[src/rtl/pxtag_pkg.sv]
`timescale 1ns/1ps
package pxtag_pkg;

    typedef enum logic [2:0] {
        TAG_DUMMY   = 3'd0,
        TAG_TEST    = 3'd1,
        TAG_DARK    = 3'd2,
        TAG_BUFFER  = 3'd3,
        TAG_ACTIVE  = 3'd4,
        TAG_OVERCLK = 3'd5
    } px_tag_e;

    typedef enum logic [3:0] {
        CS_IDLE,
        CS_DUMMY,
        CS_TEST,
        CS_DARK,
        CS_BUFL,
        CS_ACTIVE,
        CS_BUFR,
        CS_OVER,
        CS_DONE
    } col_state_e;

    typedef enum logic [1:0] {
        RK_DARK,
        RK_BUFFER,
        RK_ACTIVE
    } row_kind_e;

endpackage

[src/rtl/pxtag_col_fsm.sv]
`timescale 1ns/1ps
// Column region state machine: position counter, region tag, short-line flag.
module pxtag_col_fsm
    import pxtag_pkg::*;
#(
    parameter int N_DUMMY   = 11,
    parameter int N_TEST    = 4,
    parameter int N_DARK    = 20,
    parameter int N_BUF_COL = 1,
    parameter int N_ACTIVE  = 4096,
    parameter int N_OVER    = 12
) (
    input  logic    clk,
    input  logic    rst_n,
    input  logic    restart,
    input  logic    sample_valid,
    output px_tag_e col_tag,
    output logic    in_line,
    output logic    dark_take,
    output logic    dark_first,
    output logic    dark_last,
    output logic    line_err
);

    localparam int END_DUMMY = N_DUMMY;
    localparam int END_TEST  = END_DUMMY + N_TEST;
    localparam int END_DARK  = END_TEST + N_DARK;
    localparam int END_BUFL  = END_DARK + N_BUF_COL;
    localparam int END_ACT   = END_BUFL + N_ACTIVE;
    localparam int END_BUFR  = END_ACT + N_BUF_COL;
    localparam int LINE_LEN  = END_BUFR + N_OVER;
    localparam int CNT_W     = $clog2(LINE_LEN + 2);

    localparam logic [CNT_W-1:0] P_DUMMY = CNT_W'(END_DUMMY);
    localparam logic [CNT_W-1:0] P_TEST  = CNT_W'(END_TEST);
    localparam logic [CNT_W-1:0] P_DARK0 = CNT_W'(END_TEST + 1);
    localparam logic [CNT_W-1:0] P_DARK  = CNT_W'(END_DARK);
    localparam logic [CNT_W-1:0] P_BUFL  = CNT_W'(END_BUFL);
    localparam logic [CNT_W-1:0] P_ACT   = CNT_W'(END_ACT);
    localparam logic [CNT_W-1:0] P_BUFR  = CNT_W'(END_BUFR);
    localparam logic [CNT_W-1:0] P_LINE  = CNT_W'(LINE_LEN);

    col_state_e       state_q, state_eff, state_nxt;
    logic [CNT_W-1:0] cnt_q, cnt_eff, cnt_nxt, pos;
    logic             err_q, err_set, adv;

    // A restart re-enters the dummy region with the counter cleared, so a
    // sample in the same cycle takes position 1.
    always_comb begin
        state_eff = restart ? CS_DUMMY : state_q;
        cnt_eff   = restart ? '0 : cnt_q;
        pos       = cnt_eff + 1'b1;
        adv       = sample_valid;
        err_set   = restart && (state_q != CS_IDLE) && (cnt_q < P_LINE);
    end

    // Next-state logic
    always_comb begin
        state_nxt = state_eff;
        unique case (state_eff)
            CS_IDLE:   state_nxt = CS_IDLE;
            CS_DUMMY:  if (adv && pos == P_DUMMY) state_nxt = CS_TEST;
            CS_TEST:   if (adv && pos == P_TEST)  state_nxt = CS_DARK;
            CS_DARK:   if (adv && pos == P_DARK)  state_nxt = CS_BUFL;
            CS_BUFL:   if (adv && pos == P_BUFL)  state_nxt = CS_ACTIVE;
            CS_ACTIVE: if (adv && pos == P_ACT)   state_nxt = CS_BUFR;
            CS_BUFR:   if (adv && pos == P_BUFR)  state_nxt = CS_OVER;
            CS_OVER:   if (adv && pos == P_LINE)  state_nxt = CS_DONE;
            CS_DONE:   state_nxt = CS_DONE;
            default:   state_nxt = CS_IDLE;
        endcase
        cnt_nxt = (adv && state_eff != CS_IDLE && state_eff != CS_DONE) ? pos : cnt_eff;
    end

    // State register
    always_ff @(posedge clk) begin
        if (!rst_n) begin
            state_q <= CS_IDLE;
            cnt_q   <= '0;
            err_q   <= 1'b0;
        end else begin
            state_q <= state_nxt;
            cnt_q   <= cnt_nxt;
            if (err_set) err_q <= 1'b1;
        end
    end

    // Outputs
    always_comb begin
        unique case (state_eff)
            CS_DUMMY:  col_tag = TAG_DUMMY;
            CS_TEST:   col_tag = TAG_TEST;
            CS_DARK:   col_tag = TAG_DARK;
            CS_BUFL:   col_tag = TAG_BUFFER;
            CS_ACTIVE: col_tag = TAG_ACTIVE;
            CS_BUFR:   col_tag = TAG_BUFFER;
            CS_OVER:   col_tag = TAG_OVERCLK;
            CS_DONE:   col_tag = TAG_OVERCLK;
            default:   col_tag = TAG_DUMMY;
        endcase
        in_line    = sample_valid && (state_eff != CS_IDLE);
        dark_take  = in_line && (state_eff == CS_DARK);
        dark_first = dark_take && (pos == P_DARK0);
        dark_last  = dark_take && (pos == P_DARK);
        line_err   = err_q;
    end

    AST_CNT_BOUND: assert property (@(posedge clk) disable iff (!rst_n)
        cnt_q <= P_LINE);
    AST_DONE_FULL: assert property (@(posedge clk) disable iff (!rst_n)
        (state_q == CS_DONE) |-> (cnt_q == P_LINE));
    AST_ERR_STICKY: assert property (@(posedge clk) disable iff (!rst_n)
        err_q |=> err_q);
    AST_RESTART_POS1: assert property (@(posedge clk) disable iff (!rst_n)
        (restart && sample_valid) |=> (cnt_q == CNT_W'(1)));

endmodule

[src/rtl/pxtag_row_track.sv]
`timescale 1ns/1ps
// Line counter within a frame and row classification.
module pxtag_row_track
    import pxtag_pkg::*;
#(
    parameter int N_DARK_TOP = 20,
    parameter int N_BUF_ROW  = 1,
    parameter int N_ACT_ROWS = 4096,
    parameter int N_DARK_BOT = 9
) (
    input  logic      clk,
    input  logic      rst_n,
    input  logic      frame_start,
    input  logic      line_start,
    output logic      framed,
    output row_kind_e row_kind
);

    localparam int END_TOP  = N_DARK_TOP;
    localparam int END_BUFT = END_TOP + N_BUF_ROW;
    localparam int END_ACT  = END_BUFT + N_ACT_ROWS;
    localparam int END_BUFB = END_ACT + N_BUF_ROW;
    localparam int ROW_SAT  = END_BUFB + N_DARK_BOT + 1;
    localparam int ROW_W    = $clog2(ROW_SAT + 1);

    localparam logic [ROW_W-1:0] P_TOP  = ROW_W'(END_TOP);
    localparam logic [ROW_W-1:0] P_BUFT = ROW_W'(END_BUFT);
    localparam logic [ROW_W-1:0] P_ACT  = ROW_W'(END_ACT);
    localparam logic [ROW_W-1:0] P_BUFB = ROW_W'(END_BUFB);
    localparam logic [ROW_W-1:0] P_SAT  = ROW_W'(ROW_SAT);

    logic [ROW_W-1:0] row_q, row_eff;

    always_comb begin
        if (frame_start)
            row_eff = ROW_W'(1);
        else if (line_start && row_q != '0 && row_q != P_SAT)
            row_eff = row_q + 1'b1;
        else
            row_eff = row_q;
    end

    always_ff @(posedge clk) begin
        if (!rst_n) row_q <= '0;
        else        row_q <= row_eff;
    end

    always_comb begin
        framed = (row_q != '0);
        if (row_eff <= P_TOP)       row_kind = RK_DARK;
        else if (row_eff <= P_BUFT) row_kind = RK_BUFFER;
        else if (row_eff <= P_ACT)  row_kind = RK_ACTIVE;
        else if (row_eff <= P_BUFB) row_kind = RK_BUFFER;
        else                        row_kind = RK_DARK;
    end

    AST_ROW_SAT: assert property (@(posedge clk) disable iff (!rst_n)
        row_q <= P_SAT);
    AST_FRAME_ROW1: assert property (@(posedge clk) disable iff (!rst_n)
        frame_start |=> (row_q == ROW_W'(1)));

endmodule

[src/rtl/pxtag_dark_est.sv]
`timescale 1ns/1ps
// Per-line dark sum and division by a reciprocal constant.
module pxtag_dark_est #(
    parameter int DATA_W = 14,
    parameter int N_DARK = 20
) (
    input  logic              clk,
    input  logic              rst_n,
    input  logic [DATA_W-1:0] sample_data,
    input  logic              dark_take,
    input  logic              dark_first,
    input  logic              dark_last,
    output logic [DATA_W-1:0] dark_level
);

    localparam int SUM_W  = DATA_W + $clog2(N_DARK + 1);
    localparam int SHIFT  = SUM_W + $clog2(N_DARK) + 1;
    localparam int PROD_W = SUM_W + SHIFT + 1;
    localparam longint unsigned RECIP_L = ((64'd1 << SHIFT) + 64'(N_DARK) - 64'd1) / 64'(N_DARK);
    localparam logic [SHIFT:0] RECIP = (SHIFT + 1)'(RECIP_L);

    logic [SUM_W-1:0]  acc_q, sum_now;
    logic [PROD_W-1:0] prod;
    logic [DATA_W-1:0] dark_q, dark_nxt;

    always_comb begin
        sum_now  = dark_first ? SUM_W'(sample_data) : acc_q + SUM_W'(sample_data);
        prod     = {{(SHIFT + 1){1'b0}}, sum_now} * {{SUM_W{1'b0}}, RECIP};
        dark_nxt = DATA_W'(prod >> SHIFT);
    end

    always_ff @(posedge clk) begin
        if (!rst_n) begin
            acc_q  <= '0;
            dark_q <= '0;
        end else begin
            if (dark_take) acc_q  <= sum_now;
            if (dark_last) dark_q <= dark_nxt;
        end
    end

    assign dark_level = dark_q;

    AST_DARK_HOLD: assert property (@(posedge clk) disable iff (!rst_n)
        !dark_last |=> $stable(dark_q));
    AST_DARK_BOUND: assert property (@(posedge clk) disable iff (!rst_n)
        dark_last |=> (SUM_W'(dark_q) * SUM_W'(N_DARK) <= $past(sum_now)));

endmodule

[src/rtl/pxtag_region_clamp.sv]
`timescale 1ns/1ps
// Top: region tagging, dark subtraction and the registered output stage.
module pxtag_region_clamp
    import pxtag_pkg::*;
#(
    parameter int DATA_W     = 14,
    parameter int N_DUMMY    = 11,
    parameter int N_TEST     = 4,
    parameter int N_DARK     = 20,
    parameter int N_BUF_COL  = 1,
    parameter int N_ACTIVE   = 4096,
    parameter int N_OVER     = 12,
    parameter int N_DARK_TOP = 20,
    parameter int N_BUF_ROW  = 1,
    parameter int N_ACT_ROWS = 4096,
    parameter int N_DARK_BOT = 9
) (
    input  logic              clk,
    input  logic              rst_n,
    input  logic              frame_start,
    input  logic              line_start,
    input  logic              sample_valid,
    input  logic [DATA_W-1:0] sample_data,
    output logic              out_valid,
    output logic [2:0]        out_tag,
    output logic [DATA_W-1:0] out_pix,
    output logic              act_valid,
    output logic [DATA_W-1:0] dark_level,
    output logic              line_err
);

    px_tag_e           col_tag, tag_now, tag_q;
    row_kind_e         row_kind;
    logic              framed, restart, in_line;
    logic              dark_take, dark_first, dark_last;
    logic [DATA_W-1:0] corr, dark_cur;
    logic              valid_q, act_q;
    logic [DATA_W-1:0] pix_q;

    assign restart = frame_start || (line_start && framed);

    pxtag_row_track #(
        .N_DARK_TOP (N_DARK_TOP),
        .N_BUF_ROW  (N_BUF_ROW),
        .N_ACT_ROWS (N_ACT_ROWS),
        .N_DARK_BOT (N_DARK_BOT)
    ) u_rows (
        .clk         (clk),
        .rst_n       (rst_n),
        .frame_start (frame_start),
        .line_start  (line_start),
        .framed      (framed),
        .row_kind    (row_kind)
    );

    pxtag_col_fsm #(
        .N_DUMMY   (N_DUMMY),
        .N_TEST    (N_TEST),
        .N_DARK    (N_DARK),
        .N_BUF_COL (N_BUF_COL),
        .N_ACTIVE  (N_ACTIVE),
        .N_OVER    (N_OVER)
    ) u_cols (
        .clk          (clk),
        .rst_n        (rst_n),
        .restart      (restart),
        .sample_valid (sample_valid),
        .col_tag      (col_tag),
        .in_line      (in_line),
        .dark_take    (dark_take),
        .dark_first   (dark_first),
        .dark_last    (dark_last),
        .line_err     (line_err)
    );

    pxtag_dark_est #(
        .DATA_W (DATA_W),
        .N_DARK (N_DARK)
    ) u_dark (
        .clk         (clk),
        .rst_n       (rst_n),
        .sample_data (sample_data),
        .dark_take   (dark_take),
        .dark_first  (dark_first),
        .dark_last   (dark_last),
        .dark_level  (dark_cur)
    );

    // Rows outside the active band override the buffer and active columns.
    always_comb begin
        tag_now = col_tag;
        if (col_tag == TAG_BUFFER || col_tag == TAG_ACTIVE) begin
            unique case (row_kind)
                RK_DARK:   tag_now = TAG_DARK;
                RK_BUFFER: tag_now = TAG_BUFFER;
                RK_ACTIVE: tag_now = col_tag;
                default:   tag_now = col_tag;
            endcase
        end
        corr = (sample_data > dark_cur) ? (sample_data - dark_cur) : '0;
    end

    always_ff @(posedge clk) begin
        if (!rst_n) begin
            valid_q <= 1'b0;
            act_q   <= 1'b0;
            tag_q   <= TAG_DUMMY;
            pix_q   <= '0;
        end else begin
            valid_q <= in_line;
            act_q   <= in_line && (tag_now == TAG_ACTIVE);
            if (in_line) begin
                tag_q <= tag_now;
                pix_q <= (tag_now == TAG_ACTIVE) ? corr : sample_data;
            end
        end
    end

    assign out_valid  = valid_q;
    assign out_tag    = tag_q;
    assign out_pix    = pix_q;
    assign act_valid  = act_q;
    assign dark_level = dark_cur;

    AST_ACT_TAG: assert property (@(posedge clk) disable iff (!rst_n)
        act_valid |-> (out_valid && out_tag == 3'(TAG_ACTIVE)));
    AST_OUT_FOLLOWS: assert property (@(posedge clk) disable iff (!rst_n)
        out_valid |-> $past(sample_valid));
    AST_SAT_FLOOR: assert property (@(posedge clk) disable iff (!rst_n)
        act_valid |-> (out_pix <= $past(sample_data)));
    AST_PRE_FRAME: assert property (@(posedge clk) disable iff (!rst_n)
        (!framed && !frame_start) |=> !out_valid);
    AST_OVER_NOT_ACT: assert property (@(posedge clk) disable iff (!rst_n)
        (out_tag == 3'(TAG_OVERCLK)) |-> !act_valid);

endmodule

[config.mk]
export PLATFORM = sky130hd
export DESIGN_NAME = pxtag_region_clamp
export DESIGN_NICKNAME = d
export VERILOG_FILES = /design/src/rtl/pxtag_pkg.sv /design/src/rtl/pxtag_col_fsm.sv /design/src/rtl/pxtag_row_track.sv /design/src/rtl/pxtag_dark_est.sv /design/src/rtl/pxtag_region_clamp.sv
export SDC_FILE = /design/constraint.sdc
export NUM_CORES = 1
export LEC_CHECK = 0
export ABC_CLOCK_PERIOD_IN_PS = 15400
export BUFFER_PORTS_ARGS = -buffer_cell sky130_fd_sc_hd__buf_4
export CORE_MARGIN = 2
export CORE_UTILIZATION = 45
export DETAILED_ROUTE_END_ITERATION = 10
export GPL_ROUTABILITY_DRIVEN = 0
export PLACE_DENSITY = 0.64
export SYNTH_ARGS = -nofsm -noshare
export SYNTH_HDL_FRONTEND = slang
export SYNTH_SLANG_ARGS = --single-unit
[constraint.sdc]
create_clock -name clk -period 15.4 [get_ports clk]
set_clock_uncertainty 0.15 [all_clocks]
set_input_delay 3.08 -clock clk [delete_from_list [all_inputs] [get_ports clk]]
set_output_delay 3.08 -clock clk [all_outputs]
set_load 0.02 [all_outputs]
-- After elaboration in Yosys (flattened, before gate mapping)
Memories as Yosys holds them, arrays and structs flattened.
Cells that the tools add are included.
Widths: inputs -> output; s select.
- multiplexer cells: 22
- $lt $le $gt $ge: 6
- multipliers: 1
- $add $sub $neg: 4
- reduce and logical (&&, ||, !) cells: 23
- equality and inequality tests: 22
- operators by type and width (operator ; count):
    $mux 13 ; 4
    $eq 13x13->1 const B ; 3
    $mul 19x20->38 const B ; 1
    $mux 4 ; 8
    $pmux 4 s8 ; 1
    $mux 14 ; 2
    $add 13x1->13 const B ; 2
    $eq 13x4->1 const B ; 2
    $eq 13x6->1 const B ; 2
    $le 13x13->1 const B ; 2
    $le 13x5->1 const B ; 2
    $add 19x14->19 ; 1
    $mux 19 ; 1
    $logic_and 1x1->1 ; 17
    $eq 4x3->1 const B ; 4
    $gt 14x14->1 ; 1
    $sub 14x14->14 ; 1
    $eq 13x5->1 const B ; 1
    $lt 13x13->1 const B ; 1
    $ne 13x13->1 const B ; 1
    $reduce_bool 13->1 ; 1
    $eq 4x2->1 const B ; 2
    $reduce_bool 4->1 ; 2
    $eq 3x3->1 const B ; 2
    11 further kinds ; 14
- bits in read-only memories: 48
- memories: 1
- logic and storage cells: 89
- output and inout port bits: 34
- input port bits: 19
- flip-flop bits (word level): 83
- memories (memory ; words ; bits a word ; read ports ; clocked after Yosys merged registers in ; wr ports ; RTL line ; source):
    (name not given) ; 16 ; 3 ; 1 ; 0 ; 0 ; pxtag_col_fsm.sv:90 ; unique case (state_eff)

-- Logic depth before layout (Yosys ltp)
- depth after elaboration: 15
- depth in mapped cells: 42
- gate-level depth less buffers: 39

-- Hierarchy
Synthesis repeated with hierarchy kept, for this count alone.
- cell total of the unflattened synthesis: 1370
- area total of the unflattened synthesis: 11512.3 sq um
- by module, submodules not included (module ; area an instance (sq um) ; sequential area each (sq um) ; cells an instance ; times used):
    pxtag_dark_est ; 7357.1 ; 660.6 ; 821 ; 1
    pxtag_region_clamp ; 1614.0 ; 380.4 ; 213 ; 1
    pxtag_col_fsm ; 1564.0 ; 360.3 ; 208 ; 1
    pxtag_row_track ; 977.2 ; 260.2 ; 128 ; 1

-- Worst setup path before layout
Ideal clock, no wire load.
- path type: input port to flip-flop
- from: input frame_start
- to: register u_dark.dark_q[12], in the netlist u_dark.dark_level[12]
- cell stages on the path: 37
- setup slack: 3.451 ns
- library setup time: 0.130 ns
- required time: 15.120 ns
- data arrival time: 11.669 ns
- cells stage by stage: clkbuf_1 -> nor2_1 -> clkbuf_1 -> nand2_1 -> inv_1 -> ha_1 -> nand2_2 -> nor4_2 -> xnor2_1 -> o211ai_4 -> nor4_4 -> buf_2 -> buf_2 -> nor2_1 -> a21oi_1 -> inv_1 -> ha_1 -> inv_1 -> fa_1 -> fa_1 -> inv_1 -> fa_1 -> fa_1 -> inv_1 -> fa_1 -> inv_1 -> ha_1 -> a21o_1 -> a21o_1 -> a2111oi_0 -> o22ai_1 -> or3_1 -> nor2b_1 -> and4_4 -> o311ai_1 -> a2111o_1 -> o311ai_1
- longest elaborated chain between the ends: 8
- RTL lines (item ; RTL line ; source):
    from (decl) ; pxtag_region_clamp.sv:20 ; input logic frame_start,
    $logic_or 1x1->1 (*) ; pxtag_region_clamp.sv:40 ; assign restart = frame_start || (line_start && framed);
    parallel branches: the longest is 4 deep, another holds $add 13x1->13 ; - ;
    $logic_and 1x1->1 (*) ; pxtag_col_fsm.sv:103 ; dark_first = dark_take && (pos == P_DARK0);
    $mux 19 (*) ; pxtag_dark_est.sv:27 ; sum_now = dark_first ? SUM_W'(sample_data) : acc_q + SUM_W'(sample_data);
    net u_dark.sum_now[4] ; pxtag_dark_est.sv:22 ; logic [SUM_W-1:0] acc_q, sum_now;
    $mul 19x20->38 (*) ; pxtag_dark_est.sv:28 ; prod = {{(SHIFT + 1){1'b0}}, sum_now} * {{SUM_W{1'b0}}, RECIP};
    to (signal assigned) ; pxtag_dark_est.sv:38 ; if (dark_last) dark_q <= dark_nxt;
    to (decl) ; pxtag_dark_est.sv:24 ; logic [DATA_W-1:0] dark_q, dark_nxt;
Mark *: on every way through the listed nets, which the timed path passes.
A chain may end at the register's enable or synchronous reset.

-- Final worst setup path
- from: input line_start
- to: register u_dark.dark_q[12], in the netlist u_dark.dark_level[12]
- longest elaborated chain between the ends: 9
- RTL lines (item ; RTL line ; source):
    from (decl) ; pxtag_region_clamp.sv:21 ; input logic line_start,
    $logic_and 1x1->1 (*) ; pxtag_region_clamp.sv:40 ;
    $logic_or 1x1->1 (*) ; pxtag_region_clamp.sv:40 ;
    parallel branches: the longest is 4 deep, another holds $add 13x1->13 ; - ;
    $logic_and 1x1->1 (*) ; pxtag_col_fsm.sv:103 ;
    $mux 19 (*) ; pxtag_dark_est.sv:27 ;
    net u_dark.sum_now[7] ; pxtag_dark_est.sv:22 ;
    $mul 19x20->38 (*) ; pxtag_dark_est.sv:28 ;
Marks and branches as above.

==> results.toml <==
[die]
initial_core_util = 0.461
ios = 53
core.rowCount = 57
dieWidth_um = 162
die_height_um = 162
die-area_mm2 = 0.0263
core_mm2 = 0.0245

[clock_network]
cts_tree = "done"
numCtsBuffers = 9
clk_latency_ns = 0.36
post_cts_buffers = 0
cts_max_level = 3
hold_buffers = 0
cts_max_path_buffers = 2
root_buffer = "clkbuf_16"
cts_resized = 0
path_clk_slew_ns = 0.07
clock-sinks = 83

[pwr]
p_sw_frac = 0.478
ir_drop_mv = 0.0736
pwr-share-comb = 0.689
p_leak_nw = 5.79
clockPowerShare = 0.149
power_frac_seq = 0.162
power.internal_uw = 719
power.total_mw = 1.38
p_sw_uw = 658
power_density_mw_per_mm2 = 113

[drt]
vias = 9192
post_drt_via_cell_ratio = 5.47
wl_per_cell_um = 17.0
ant_nets = 0
totalWireLength_um = 28500
first_pass_iters = 7
drc = 0
drtIter0Drc = 773

[synth]
synth_cell_type_count = 94
netlist_area_mm2 = 0.0113
seq_area_frac_synth = 0.147
syn-num-nets = 1615
synth_flop_cell = "dfxtp_1"
synthArstFlopShare = 0
synth_area_leader_cell = "ha_1"
netlist_top_cells_area = "ha_1 (19%), fa_1 (18%), dfxtp_1 (15%)"
syn_inst = 1328
synth-warning-count = 0
synth-edff-count = 0
avgSynthCellArea_um2 = 8.49
netlist.area_leader.share = 0.186
synth-seq-cells = 83

[timing]
slew_headroom = 0.369
setup_tns_ns = 0
tightest_slew_ns = 0.946
fmax_mhz = 78.0
finalSetupViolCount = 0
rsz0062_at_grt = "false"
hold_violations = 0
period_share = 0.833
drv_slew = 0
period_needed_ns = 12.82

[global_routing]
grt_pass1_wl_um = 47900
gr-total-overflow = 0
grt_max_degree = 41
antenna_found_initial = 0
first_global_vias = 9083
grt_usage = 0.229

[setup_path]
crit_arrival_ns = 12.90
cp_max_fo = 13
critPathKind = "in2reg"
worstSetupEndpointType = "register"
cp-start-kind = "primary input"
cpMostUsedCell = "inv_1"
cp.required_ns = 15.48
slowest_stage = "nor4_1"
cp_slowest_stage_delay_ns = 0.67

[placement]
dp.final_hpwl_um = 23700
port_buffers = 52

[finish]
diodes = 0
mostFrequentLayoutCells = "inv_1 (243), ha_1 (168), fa_1 (100)"
drive_gt1_frac = 0.0848
finalNetCount = 1639
nFillCells = 2387
final_common_cell = "inv_1"
syn2layout_area_growth_pct = 7.95

[status]
outcome = "finished, final reports clean"

[worst_hold_path]
holdCritPathClass = "reg2reg"

[run]
drv_cap = 0
[through the flow]
step | cell area (um^2) | hold WS [ns] | util | cells | setup slack [ns]
floorplan | 11300 | 0.290 | - | 1328 | 3.45
global placement | 11900 | 0.294 | 0.487 | 1665 | 2.55
detailed placement | 11900 | 0.297 | 0.487 | 1665 | 2.35
CTS | 12200 | 0.307 | 0.498 | 1680 | 2.68
global route | 12200 | 0.333 | 0.498 | 1680 | 1.98
finish | 12200 | 0.304 | 0.498 | 1680 | 2.58
[synthesized netlist by cell type, drive strengths merged (6+ instances only)]
master and instances:
a21boi 7, o311ai 7, o21ai 56, a21o 29
nor4 12, and2 8, nand2b 13, and3 12
nor3 27, a221oi 6, buf 17, and4 7
clkbuf 28, or3 9, nand2 85, or2 6
fa 100, nor2 88, o21bai 7, mux2i 9
nand3 27, dfxtp 83, ha 168, xnor2 39
a21oi 58, nand4 20, inv 244, a31oi 16
xor2 26, a211oi 13, o21a 9, nor2b 10
[layout make-up]
| class | count | area (um^2) | share of cell area |
|---|---|---|---|
| multi-input combinational | 955 | 8480 | 0.697 |
| clock inverter | 3 | 23.8 | 0.00195 |
| tap | 324 | 405 | 0.0333 |
| inverter | 245 | 922 | 0.0757 |
| clock buffer | 12 | 246 | 0.0202 |
| sequential | 83 | 1660 | 0.136 |
| timing repair buffer | 58 | 435 | 0.0358 |
[power by group through the flow]
stage	logic (mW)	registers (mW)	clock network, mW
after detailed placement	0.935	0.228	0
after global routing	1.09	0.223	0.219
final	0.948	0.223	0.206
after floorplan	0.676	0.231	0
after CTS	0.945	0.223	0.211
after global placement	0.923	0.228	0
[kinds of logic (layout without fill, tap and decap cells)]
family	Yosys count	in the layout	synth area share
compound gates	260	260	0.160
fa+ha+maj	268	268	0.364
buf+inv	290	318	0.101
flops	83	83	0.147
simple gates	349	349	0.166
xor+xnor	65	65	0.0505
mux	13	13	0.0120
[routing by layer]
metal  track usage  wire, um
met3        0.0294      1350
met1         0.332     13800
met2         0.360     12900
met4        0.0567       476
met5             0         0
[flip-flops by register name (all words and copies together) (netlist names)]
signal,count
u_cols.line_err,1
u_cols.state_q,4
u_dark.dark_level,14
u_rows.row_q,13
act_valid,1
u_cols.cnt_q,13
out_valid,1
u_dark.acc_q,19
out_pix,14
out_tag,3
[path summary, 6_finish.rpt]
check             startpoint                    end  slack [ns]  depth (start not counted)
min               out_tag[1]             out_tag[1]        0.30                          2
max reg2reg  u_rows.row_q[0]  u_dark.dark_level[12]        4.46                         35
min reg2reg       out_tag[1]             out_tag[1]        0.30                          2
max               line_start  u_dark.dark_level[12]        2.58                         34
[worst max-delay path, delay by kind of cell]
family / cells / cell delay, ns
XOR/XNOR: 1 / 0.24
adder cells (fa/ha/maj): 8 / 3.58
AO/OA/AOI/OAI: 10 / 2.43
AND/OR/NAND/NOR: 8 / 2.98
buffers and inverters: 7 / 0.58
No activity file was read; power rests on OpenSTA's default activity.
